[config.mk]
export PLATFORM = sky130hd
export DESIGN_NAME = modem_change_detect
export DESIGN_NICKNAME = d
export VERILOG_FILES = /design/src/rtl/msd_pkg.sv /design/src/rtl/msd_sync.sv /design/src/rtl/msd_ctrl.sv /design/src/rtl/msd_datapath.sv /design/src/rtl/modem_change_detect.sv
export SDC_FILE = /design/constraint.sdc
export NUM_CORES = 1
export LEC_CHECK = 0
export BUFFER_PORTS_ARGS = -buffer_cell sky130_fd_sc_hd__buf_2
export CORE_UTILIZATION = 48
export DETAILED_ROUTE_END_ITERATION = 7
export PLACE_DENSITY = 0.74
export SLEW_MARGIN = 30
export SYNTH_ARGS = -nofsm -noshare
export SYNTH_HDL_FRONTEND = slang
export SYNTH_HIERARCHICAL = 1
export SYNTH_SLANG_ARGS = --single-unit
[constraint.sdc]
create_clock -name clk -period 1.2 [get_ports clk]
set_input_delay 0.24 -clock clk [delete_from_list [all_inputs] [get_ports clk]]
set_output_delay 0.24 -clock clk [all_outputs]
set_load 0.005 [all_outputs]
[src/rtl/msd_pkg.sv]
package msd_pkg;

  // Line order matches the bit order of both nibbles in the status word.
  localparam int unsigned LINE_COUNT = 4;
  localparam int unsigned IDX_CTS    = 0;
  localparam int unsigned IDX_DSR    = 1;
  localparam int unsigned IDX_RI     = 2;
  localparam int unsigned IDX_DCD    = 3;
  localparam int unsigned STATUS_W   = 2 * LINE_COUNT + 1;

  typedef logic [LINE_COUNT-1:0] lineVec_t;
  typedef logic [STATUS_W-1:0]   statusVec_t;

  // Strobes from control to datapath.
  typedef struct packed {
    logic armed;        // synchronisers filled, baseline valid
    logic clearSticky;  // read in progress, clear flags at next edge
  } ctrlStrobe_t;

endpackage

[src/rtl/msd_sync.sv]
module msd_sync #(
  parameter int unsigned WIDTH  = 4,
  parameter int unsigned STAGES = 2,
  parameter logic [WIDTH-1:0] RESET_VAL = '1
) (
  input  logic             clk,
  input  logic             rstN,
  input  logic [WIDTH-1:0] asyncIn,
  output logic [WIDTH-1:0] syncOut
);

  logic [STAGES-1:0][WIDTH-1:0] chain;

  always_ff @(posedge clk or negedge rstN) begin
    if (!rstN) begin
      chain <= {STAGES{RESET_VAL}};
    end else begin
      chain[0] <= asyncIn;
      for (int s = 1; s < STAGES; s++) begin
        chain[s] <= chain[s-1];
      end
    end
  end

  assign syncOut = chain[STAGES-1];

endmodule

[src/rtl/msd_ctrl.sv]
module msd_ctrl
  import msd_pkg::*;
#(
  parameter int unsigned SYNC_STAGES = 2
) (
  input  logic        clk,
  input  logic        rstN,
  input  logic        statusRead,
  output ctrlStrobe_t strobes
);

  // Synchroniser fill plus one cycle for the baseline register to load.
  localparam int unsigned WARM = SYNC_STAGES + 1;
  localparam int unsigned CW   = $clog2(WARM + 1);

  logic [CW-1:0] warmCnt;
  logic          armedNow;

  assign armedNow = (warmCnt == CW'(WARM));

  always_ff @(posedge clk or negedge rstN) begin
    if (!rstN) begin
      warmCnt <= '0;
    end else if (!armedNow) begin
      warmCnt <= warmCnt + CW'(1);
    end
  end

  always_comb begin
    strobes             = '0;
    strobes.armed       = armedNow;
    strobes.clearSticky = statusRead;
  end

  // Once armed, detection stays enabled until the next reset.
  p_armed_stays_r9: assert property (@(posedge clk) disable iff (!rstN)
    strobes.armed |=> strobes.armed);

endmodule

[src/rtl/msd_datapath.sv]
module msd_datapath
  import msd_pkg::*;
#(
  parameter int unsigned SYNC_STAGES = 2
) (
  input  logic        clk,
  input  logic        rstN,
  input  lineVec_t    pinVec,
  input  logic        flowCtlMode,
  input  ctrlStrobe_t strobes,
  output statusVec_t  statusWord,
  output logic        modemIrq
);

  lineVec_t syncVec;
  lineVec_t baseVec;
  lineVec_t evtVec;
  lineVec_t stickyQ;

  msd_sync #(
    .WIDTH    (LINE_COUNT),
    .STAGES   (SYNC_STAGES),
    .RESET_VAL({LINE_COUNT{1'b1}})
  ) u_sync (
    .clk    (clk),
    .rstN   (rstN),
    .asyncIn(pinVec),
    .syncOut(syncVec)
  );

  always_ff @(posedge clk or negedge rstN) begin
    if (!rstN) begin
      baseVec <= '1;
    end else begin
      baseVec <= syncVec;
    end
  end

  // Per-line edge policy: ring indicator reacts to the inactive-going edge only.
  for (genvar g = 0; g < LINE_COUNT; g++) begin : g_edge
    if (g == IDX_RI) begin : g_trailing
      assign evtVec[g] = strobes.armed & ~baseVec[g] & syncVec[g];
    end else begin : g_any
      assign evtVec[g] = strobes.armed & (baseVec[g] ^ syncVec[g]);
    end
  end

  // Set wins over clear, so a change coinciding with a read survives.
  always_ff @(posedge clk or negedge rstN) begin
    if (!rstN) begin
      stickyQ <= '0;
    end else begin
      stickyQ <= (stickyQ & ~{LINE_COUNT{strobes.clearSticky}}) | evtVec;
    end
  end

  assign statusWord = {flowCtlMode, ~syncVec, stickyQ};
  assign modemIrq   = |stickyQ;

  p_ri_trailing_r3: assert property (@(posedge clk) disable iff (!rstN)
    $rose(stickyQ[IDX_RI]) |-> ($past(baseVec[IDX_RI]) == 1'b0) && ($past(syncVec[IDX_RI]) == 1'b1));

  p_cts_change_sets_r2: assert property (@(posedge clk) disable iff (!rstN)
    (strobes.armed && (syncVec[IDX_CTS] != baseVec[IDX_CTS])) |=> stickyQ[IDX_CTS]);

  p_hold_until_read_r6: assert property (@(posedge clk) disable iff (!rstN)
    !strobes.clearSticky |=> ((stickyQ & $past(stickyQ)) == $past(stickyQ)));

  p_read_clears_r7: assert property (@(posedge clk) disable iff (!rstN)
    (strobes.clearSticky && (evtVec == '0)) |=> (stickyQ == '0));

  p_read_race_r8: assert property (@(posedge clk) disable iff (!rstN)
    strobes.clearSticky |=> (stickyQ == $past(evtVec)));

  p_quiet_until_armed_r9: assert property (@(posedge clk) disable iff (!rstN)
    !strobes.armed |-> (stickyQ == '0));

  p_irq_cause_r4: assert property (@(posedge clk) disable iff (!rstN)
    $rose(modemIrq) |-> ($past(evtVec) != '0));

endmodule

[src/rtl/modem_change_detect.sv]
module modem_change_detect
  import msd_pkg::*;
#(
  parameter int unsigned SYNC_STAGES = 2
) (
  input  logic       clk,
  input  logic       rstN,
  input  logic       ctsPin,
  input  logic       dsrPin,
  input  logic       riPin,
  input  logic       dcdPin,
  input  logic       flowCtlMode,
  input  logic       statusRead,
  output logic [8:0] statusWord,
  output logic       modemIrq
);

  lineVec_t    pinVec;
  ctrlStrobe_t strobes;

  always_comb begin
    pinVec          = '0;
    pinVec[IDX_CTS] = ctsPin;
    pinVec[IDX_DSR] = dsrPin;
    pinVec[IDX_RI]  = riPin;
    pinVec[IDX_DCD] = dcdPin;
  end

  msd_ctrl #(.SYNC_STAGES(SYNC_STAGES)) u_ctrl (
    .clk       (clk),
    .rstN      (rstN),
    .statusRead(statusRead),
    .strobes   (strobes)
  );

  msd_datapath #(.SYNC_STAGES(SYNC_STAGES)) u_dp (
    .clk        (clk),
    .rstN       (rstN),
    .pinVec     (pinVec),
    .flowCtlMode(flowCtlMode),
    .strobes    (strobes),
    .statusWord (statusWord),
    .modemIrq   (modemIrq)
  );

endmodule

==> results of run 1 <==
-- layout make-up --
cell class                      count  area [um2]
Inverter                            5        18.8
Sequential cell                    18         465
Clock buffer                        4        36.3
Fill cell                          92         365
Multi-Input combinational cell     13         121
Tap cell                           14        17.5
Timing Repair Buffer               24         161
-- worst min path at each step --
stage               cells after the start  slack (ns)    from                   end
floorplan                               0       -0.06    rstN     u_ctrl/warmCnt[0]
global placement                        1        0.18    rstN       u_dp/stickyQ[3]
detailed placement                      1        0.18    rstN       u_dp/stickyQ[3]
CTS                                     1        0.02   riPin  u_dp/u_sync/chain[2]
global route                            1        0.02   riPin  u_dp/u_sync/chain[2]
finish                                  1        0.04  dsrPin  u_dp/u_sync/chain[1]
-- timing repair --
item | CTS | global route
endpoints found under the setup margin | 5 | 6
hold endpoints to repair | 6 | 0
setup buffers | 4 | 1
pin swaps | 0 | 0
resized for setup | 1 | 5
hold buffers | 1 | 0
-- cell families (layout without fill, tap and decap cells) --
| kind of cell | after synthesis | in the layout |
|---|---|---|
| simple gates | 2 | 2 |
| mux | 1 | 1 |
| xor+xnor | 4 | 4 |
| flops | 18 | 18 |
| compound gates | 4 | 4 |
| fa+ha+maj | 2 | 2 |
| buf+inv | 12 | 33 |
-- worst max-delay path, cell delays in order, from the launching register on --
cell and delay (ns):
dfrtp_1 0.38, or4_1 0.50, buf_2 0.14
-- registers in the layout (all words and copies together), names as in the netlist --
signal               flops
u_dp/baseVec             4
u_dp/u_sync/syncOut      4
u_dp/stickyQ             4
u_dp/u_sync/chain        4
u_ctrl/warmCnt           2
-- per-stage QoR --
step	TNS (ns)	hold WS, ns	total power, mW	setup WS (ns)	instance area [um2]
after floorplan	0	-0.0556	0.726	0.0510	658
after global placement	-0.0173	0.176	0.772	-0.0173	721
after detailed placement	-0.0191	0.178	0.776	-0.0191	721
after CTS	-0.480	0.0206	1.16	-0.350	797
after global routing	-0.739	0.0184	1.21	-0.412	821
final	-0.451	0.0398	1.15	-0.338	821
-- layer usage --
metal | track usage [%] | share of wire [%] | routed length (um)
met1 | 15.3 | 38 | 356
met2 | 26.7 | 55 | 519
met3 | 5.20 | 6.3 | 59
met4 | 10.3 | 0.64 | 6
met5 | 0 | 0 | 0
-- layout by cell type, fill, tap and decap left out --
master / count
a22o_1: 3
buf_2: 13
buf_4: 7
buf_6: 3
clkbuf_4: 3
clkbuf_8: 1
dfrtp_1: 6
dfstp_2: 12
dlygate4sd3_1: 1
ha_1: 2
inv_1: 2
inv_2: 3
mux2_4: 1
nand2_1: 1
o2bb2ai_1: 1
or4_1: 1
xnor2_1: 1
xor2_1: 3
-- cells in the mapped netlist (all sizes together) --
library cell / n
or4: 1
nand2: 1
inv: 5
xnor2: 1
dfrtp: 6
a22o: 3
ha: 2
buf: 7
xor2: 3
mux2: 1
o2bb2ai: 1
dfstp: 12
-- power groups by stage --
stage               registers, mW  logic [mW]  clock network, mW
global placement            0.684      0.0876                  0
detailed placement          0.687      0.0892                  0
global route                0.679       0.131              0.403
finish                      0.675       0.118              0.362
floorplan                   0.683      0.0427                  0
CTS                         0.674       0.105              0.382
==> run summary, run 1 <==
total CTS buffers: 3
DR iter-0 viols: 2
Boundary Pins: 18
Post-Syn Instances: 43
core area: 1190 um2
Max Slew Vio Count: 0
Synth Area in Compound Gates: 5.32%
final hold viol count: 0
Overall Global Routing Usage: 15.4%
synthesized area: 658 um2
Hold Path Class: primary input to register
Achievable Freq: 0.650 GHz
Arr. time, crit path: 1.30 ns
Final Cycle Share: 128%
Syn Area/Cell: 15.3 um2
Final Non-Filler Cells: 78
crit path launch type: register
clock share of power: 31.3%
via/cell ratio: 4.76
DIE HEIGHT: 39.0 um
status: complete, but fails checks
switching power: 0.241 mW
FF+latch count, synth: 18
Ys Warns: 6
fin util: 69.2%
worst-path fanout max: 2
post-route setup slack: -0.338 ns
register area share after synthesis: 70.7%
final setup fails: 6
Initial Util: 55.5%
area grow syn2layout: 24.7%
Worst Path Required: 0.96 ns
Worst-Margin Slew: 0.376 ns
adder-cell share of the synthesized area: 3.80%
crit path from: u_dp/stickyQ[2]
failing checks: negative setup slack
largest cells by area after synthesis: dfstp_2, dfrtp_1, buf_4
Distinct cells, synth: 12
Power per Cell Area: 1410 nW/um2
CTS tree: done
fin nets: 75
routability cong.: 0.625
sw frac: 20.8%
first-pass GRT wire length: 1440 um
Placed Cells: 68
full die area: 1520 um2
clock root cell: clkbuf_4
r2r worst-path depth: 2
CP endpoint kind: primary output
Setup Crit Path Kind: register to primary output
Detailed Routing Iterations Pass 1: 3
reg2reg start: u_ctrl/warmCnt[0]
Final ANT Viol Nets: 0
drt total wl: 941 um
via count: 371
Pint: 0.913 mW
Antenna diodes: 0
area share of and/or/nand/nor cells after synthesis: 1.71%
H-tree Lvls: 1
VDD IR-drop max: 0.000955 V
share of cells above drive strength 1: 67.2%
crit path to: modemIrq
Comb power frac: 10.2%
Final min period: 1.54 ns
RSZ-0062 raised after global routing: yes
clk sink count: 18
Reg-to-Reg End: u_ctrl/warmCnt[1]
# DRC: 0
Cell Rows: 12
Mapped Nets: 53
Remaining Overflow, GRT: 0
max_cap viols: 0
largest family of logic cells by synthesized area: buffers and inverters
top-area cell type share of the netlist area: 47.9%
PortBufs: 15
leakage: 0.396 nW
XOR/XNOR Fraction of Synth Area: 5.32%
Max Root-Sink Buffers: 2
clock slew at reported path FFs: 0.10 ns
chip width: 39.0 um
clock latency on the worst-skew pair: 0.29 ns
vias in the first global route: 356
post-DR wirelength/cell: 12.1 um
Reg power frac: 58.5%
Worst Skew: 0.00170 ns
largest net degree at the start of global routing: 19
multiplexer share of the synthesized area: 2.28%
r2r setup slk: 0.11 ns
cell taking the most area after synthesis: dfstp_2
Rel. slew slack: 74.9%
initial antenna violation count: 0
No activity file was read; power rests on OpenSTA's default activity.
==> run 2: changes to the inputs <==
--- a/config.mk
+++ b/config.mk
@@ -5,6 +5,7 @@
 export SDC_FILE = /design/constraint.sdc
 export NUM_CORES = 1
 export LEC_CHECK = 0
+export ABC_AREA = 1
 export BUFFER_PORTS_ARGS = -buffer_cell sky130_fd_sc_hd__buf_2
 export CORE_UTILIZATION = 48
 export DETAILED_ROUTE_END_ITERATION = 7
==> run 2 against run 1 <==
Compared with the run above: via count up 25%; area after synthesis is 4.8% higher; combinational power about the same; sequential power about the same; routed wire length is 12% higher; maximum frequency up 25%; worst hold slack got worse by 0.0030 ns; register-to-register slack improved by 0.04 ns; the flow still finishes with violations (negative setup slack); sequential cell count unchanged; die area grew 4.5%; clock skew rose by 0.0018 ns; clock power increased by 1%.
==> run summary, run 2 <==
status: complete, but fails checks
failing checks: negative setup slack
Boundary Pins: 18
final setup fails: 4
commonest non-fill, non-tap cells in the layout: nand2_1, dfstp_2, buf_2
Worst Path Required: 0.96 ns
Arr. time, crit path: 0.99 ns
Hold Path Class: primary input to register
drt total wl: 1050 um
post-route design area: 880 um2
total CTS buffers: 3
Setup Crit Path Kind: register to primary output
cell taking the most area after synthesis: dfstp_2
Reg area: 465 um2
top-area cell type share of the netlist area: 45.7%
top_reg_cell synth: dfstp_2
CTS tree: done
Reg power frac: 58.2%
synthesized area: 689 um2
number of fill cells: 101
register area share after synthesis: 67.5%
Rel. slew slack: 74.7%
pre-CTS WS: 0.257 ns
worst-path fanout max: 2
fin nets: 98
ys async rst share: 100%
FF+latch count, synth: 18
clock latency on the worst-skew pair: 0.29 ns
final hold viol count: 0
Ys Warns: 6
clk sink count: 18
core area: 1320 um2
Post-Syn Instances: 64
full die area: 1590 um2
Overall Global Routing Usage: 15.5%
post-DR wirelength/cell: 10.3 um
share of cells above drive strength 1: 52.9%
Final min period: 1.23 ns
largest net degree at the start of global routing: 19
area of the multi-input gates: 136 um2
initial antenna violation count: 0
routability cong.: 0.579
DIE HEIGHT: 39.9 um
Initial Util: 52.3%
switching power: 0.249 mW
via count: 462
VDD IR-drop max: 0.00100 V
most used routing layer: met2
Post-synth top cells: nand2_1, dfstp_2, inv_1
Remaining Overflow, GRT: 0
area grow syn2layout: 27.6%
met3 Usage GRT: 5.11%
vias in the first global route: 400
crit path launch type: register
Power per Cell Area: 1310 nW/um2
Max Slew Vio Count: 0
Worst Skew: 0.00352 ns
leading cell type in the layout, fill and taps excluded: nand2_1
clock slew at reported path FFs: 0.10 ns
H-tree Lvls: 1
clock share of power: 31.7%
Syn Area/Cell: 10.8 um2
Final HPWL DP: 667 um
Achievable Freq: 0.811 GHz
Antenna diodes: 0
EDFF count, synth: 0
leakage: 0.466 nW
largest cells by area after synthesis: dfstp_2, dfrtp_1, nand2_1
via/cell ratio: 4.53
PortBufs: 15
Comb power frac: 10.1%
Detailed Routing Iterations Pass 1: 4
# DRC: 0
CP endpoint kind: primary output
met2 Track Usage GR: 26.6%
Distinct cells, synth: 10
top-count cell post-synth: nand2_1
first-pass GRT wire length: 1520 um
GR Layer Usage met1: 16.7%
Cell Rows: 13
Final Cycle Share: 103%
post-route setup slack: -0.0327 ns
Pint: 0.906 mW
Worst-Margin Slew: 0.380 ns
RSZ-0062 raised after global routing: yes
clock root cell: clkbuf_4
Max Root-Sink Buffers: 2
Final ANT Viol Nets: 0
sw frac: 21.6%
max_cap viols: 0
placed instance area: 731 um2
DR iter-0 viols: 4
Mapped Nets: 74
chip width: 39.9 um
==> run 2: power groups by stage <==
stage | sequential [mW] | combinational, mW | clock (mW)
floorplan | 0.679 | 0.0443 | 0
global placement | 0.682 | 0.0690 | 0
detailed placement | 0.684 | 0.0710 | 0
CTS | 0.671 | 0.105 | 0.375
global route | 0.677 | 0.132 | 0.413
finish | 0.673 | 0.117 | 0.366
==> run 2: metal layers <==
metal,vias up,wire length [um]
met1,211,459
met4,0,0
met5,-,0
met3,0,46
li1,234,-
met2,17,544
==> run 2: path summary, 6_finish.rpt <==
check                                        from                      to  slack [ns]  depth (start not counted)
max                        u_dp/u_sync/syncOut[3]           statusWord[7]       -0.03                          2
min                                         riPin    u_dp/u_sync/chain[2]        0.04                          1
max reg2reg                u_dp/u_sync/syncOut[3]         u_dp/stickyQ[3]        0.15                          6
min reg2reg                  u_dp/u_sync/chain[3]  u_dp/u_sync/syncOut[3]        0.36                          0
max in group asynchronous                    rstN    u_dp/u_sync/chain[0]        0.49                          2
min in group asynchronous                    rstN         u_dp/stickyQ[1]        0.39                          2
==> run 2: critical path: stages (launching register included) <==
cell and delay, ns:
dfstp_2 0.55, inv_2 0.05, buf_6 0.10
==> run 2: what timing repair did <==
item                                    CTS  global route
resized for setup                         3             5
endpoints found under the setup margin    5             8
hold endpoints to repair                  6             0
buffers inserted                          9             1
pin swaps                                 2             0
hold buffers                              1             0
==> run 2: stage by stage <==
stage | total power [mW] | hold slack (ns) | util (%) | TNS, ns | std cells
5_1_grt | 1.22 | 0.0125 | 66.8 | -0.485 | 102
2_1_floorplan | 0.723 | -0.0556 | - | 0 | 64
3_5_place_dp | 0.755 | 0.183 | 55.5 | 0 | 87
4_1_cts | 1.15 | 0.0280 | 64.1 | -0.146 | 101
6_report | 1.16 | 0.0368 | 66.8 | -0.0905 | 102
3_3_place_gp | 0.751 | 0.177 | 55.5 | 0 | 87
==> run 2: kinds of logic after synthesis <==
kind of cell,Yosys count,synth area share [%]
buffers and inverters,17,13.1
adders and majority gates,2,3.63
DFF,18,67.5
and+or+nand+nor,27,15.8
==> run 2: final cells by class <==
class,count,share of cell area (%)
well taps,15,2.13
flip-flops and latches,18,52.9
inverters,10,4.27
multi-input cells,29,15.5
repair buffers,26,21.1
clock buffers,4,4.13
==> run 3: changes to the inputs <==
--- a/config.mk
+++ b/config.mk
@@ -7,6 +7,7 @@
 export LEC_CHECK = 0
 export ABC_AREA = 1
 export BUFFER_PORTS_ARGS = -buffer_cell sky130_fd_sc_hd__buf_2
+export CORE_MARGIN = 2
 export CORE_UTILIZATION = 48
 export DETAILED_ROUTE_END_ITERATION = 7
 export PLACE_DENSITY = 0.74
==> run 3 against run 2 <==
Compared with the run above: the flow still finishes with violations (negative setup slack); sequential share of layout area is 1.9 points higher; final area decreased by 3.4%; first-iteration DRC count down 75%; worst hold slack improved by 0.0058 ns; sequential power barely moved; die area grew 10%; power down 2.1%; via count decreased by 1.7%; maximum frequency is 1.1% higher.
==> run summary, run 3 (synthesis results as in run 2) <==
status: complete, but fails checks
failing checks: negative setup slack
post-route setup slack: -0.0197 ns
Arr. time, crit path: 0.98 ns
Overall Global Routing Usage: 13.3%
Antenna diodes: 0
final setup fails: 4
worst-path fanout max: 2
Reg area: 465 um2
Detailed Routing Iterations Pass 1: 2
number of fill cells: 109
Initial Util: 52.3%
Remaining Overflow, GRT: 0
via count: 454
share of cells above drive strength 1: 50.6%
Cell Rows: 13
clock latency on the worst-skew pair: 0.28 ns
full die area: 1760 um2
final hold viol count: 0
RSZ-0062 raised after global routing: yes
CP endpoint kind: primary output
post-DR wirelength/cell: 10.3 um
vias in the first global route: 438
Final ANT Viol Nets: 0
Worst Skew: 0.00557 ns
Reg power frac: 59.4%
# DRC: 0
PortBufs: 15
clock root cell: clkbuf_4
area of the multi-input gates: 134 um2
routability cong.: 0.728
Max Root-Sink Buffers: 2
Final Non-Filler Cells: 100
CTS tree: done
Pint: 0.896 mW
H-tree Lvls: 1
core area: 1320 um2
Max Slew Vio Count: 0
drt total wl: 1030 um
Hold Slack: 0.0426 ns
Final Cycle Share: 102%
sw frac: 20.8%
crit path launch type: register
Setup Crit Path Kind: register to primary output
area grow syn2layout: 23.2%
Achievable Freq: 0.820 GHz
Comb power frac: 9.0%
Rel. slew slack: 74.6%
Power, Total: 1.13 mW
Worst-Margin Slew: 0.381 ns
initial antenna violation count: 0
clk sink count: 18
fin nets: 96
clock slew at reported path FFs: 0.10 ns
first-pass GRT wire length: 1760 um
leading cell type in the layout, fill and taps excluded: nand2_1
Final HPWL DP: 666 um
Hold Path Class: primary input to register
setup TNS: -0.0514 ns
DR iter-0 viols: 1
max_cap viols: 0
Worst Path Required: 0.96 ns
Placed Cells: 87
commonest non-fill, non-tap cells in the layout: nand2_1, buf_2, dfstp_2
clock share of power: 31.5%
VDD IR-drop max: 0.000660 V
chip width: 41.9 um
Power per Cell Area: 1330 nW/um2
Boundary Pins: 18
total CTS buffers: 3
leakage: 0.452 nW
Final min period: 1.22 ns
switching power: 0.235 mW
DIE HEIGHT: 41.9 um
largest net degree at the start of global routing: 19
via/cell ratio: 4.54
run 3: through the flow:
stage               setup WS, ns  cell area [um2]  utilization [%]
floorplan                  0.265              689                -
global placement           0.283              731             55.5
detailed placement         0.253              731             55.5
CTS                      -0.0288              821             62.3
global route              -0.100              850             64.5
finish                   -0.0197              850             64.5
run 3: routing by layer:
layer | vias up | wire (um) | global-route usage (%)
met5 | - | 0 | 0
met1 | 215 | 406 | 14.8
li1 | 224 | - | -
met3 | 2 | 63 | 2.61
met2 | 13 | 548 | 23.8
met4 | 0 | 10 | 6.45
run 3: cell type report:
cell class	count	share of cell area (%)
multi-input combinational	29	15.8
clock buffer	4	4.27
tap	15	2.21
timing repair buffer	24	18.6
inverter	10	4.42
sequential	18	54.8
run 3: critical path, cell delays in order (launching register included):
cell     delay (ns)
dfstp_2        0.55
inv_2          0.04
buf_2          0.11
run 3: path summary, 6_finish.rpt:
path                                   startpoint                endpoint  slack (ns)  cells after the start
min                                        ctsPin    u_dp/u_sync/chain[0]        0.04                      1
max in group asynchronous                    rstN    u_dp/u_sync/chain[1]        0.49                      2
max reg2reg                u_dp/u_sync/syncOut[1]         u_dp/stickyQ[1]        0.19                      5
min in group asynchronous                    rstN       u_ctrl/warmCnt[0]        0.39                      2
max                        u_dp/u_sync/syncOut[0]           statusWord[4]       -0.02                      2
min reg2reg                  u_dp/u_sync/chain[1]  u_dp/u_sync/syncOut[1]        0.36                      0
run 3: power by group through the flow:
| stage | combinational (mW) | clock (mW) | sequential (mW) |
|---|---|---|---|
| floorplan | 0.0443 | 0 | 0.679 |
| global placement | 0.0692 | 0 | 0.682 |
| detailed placement | 0.0708 | 0 | 0.684 |
| CTS | 0.0921 | 0.373 | 0.672 |
| global route | 0.116 | 0.389 | 0.678 |
| finish | 0.102 | 0.357 | 0.672 |
run 3: what timing repair did:
item | in CTS | in global routing
setup endpoints to repair | 5 | 6
endpoints found under the hold margin | 6 | 0
hold buffers | 1 | 0
pin swaps | 1 | 1
gates resized for setup | 3 | 2
setup buffers | 5 | 3
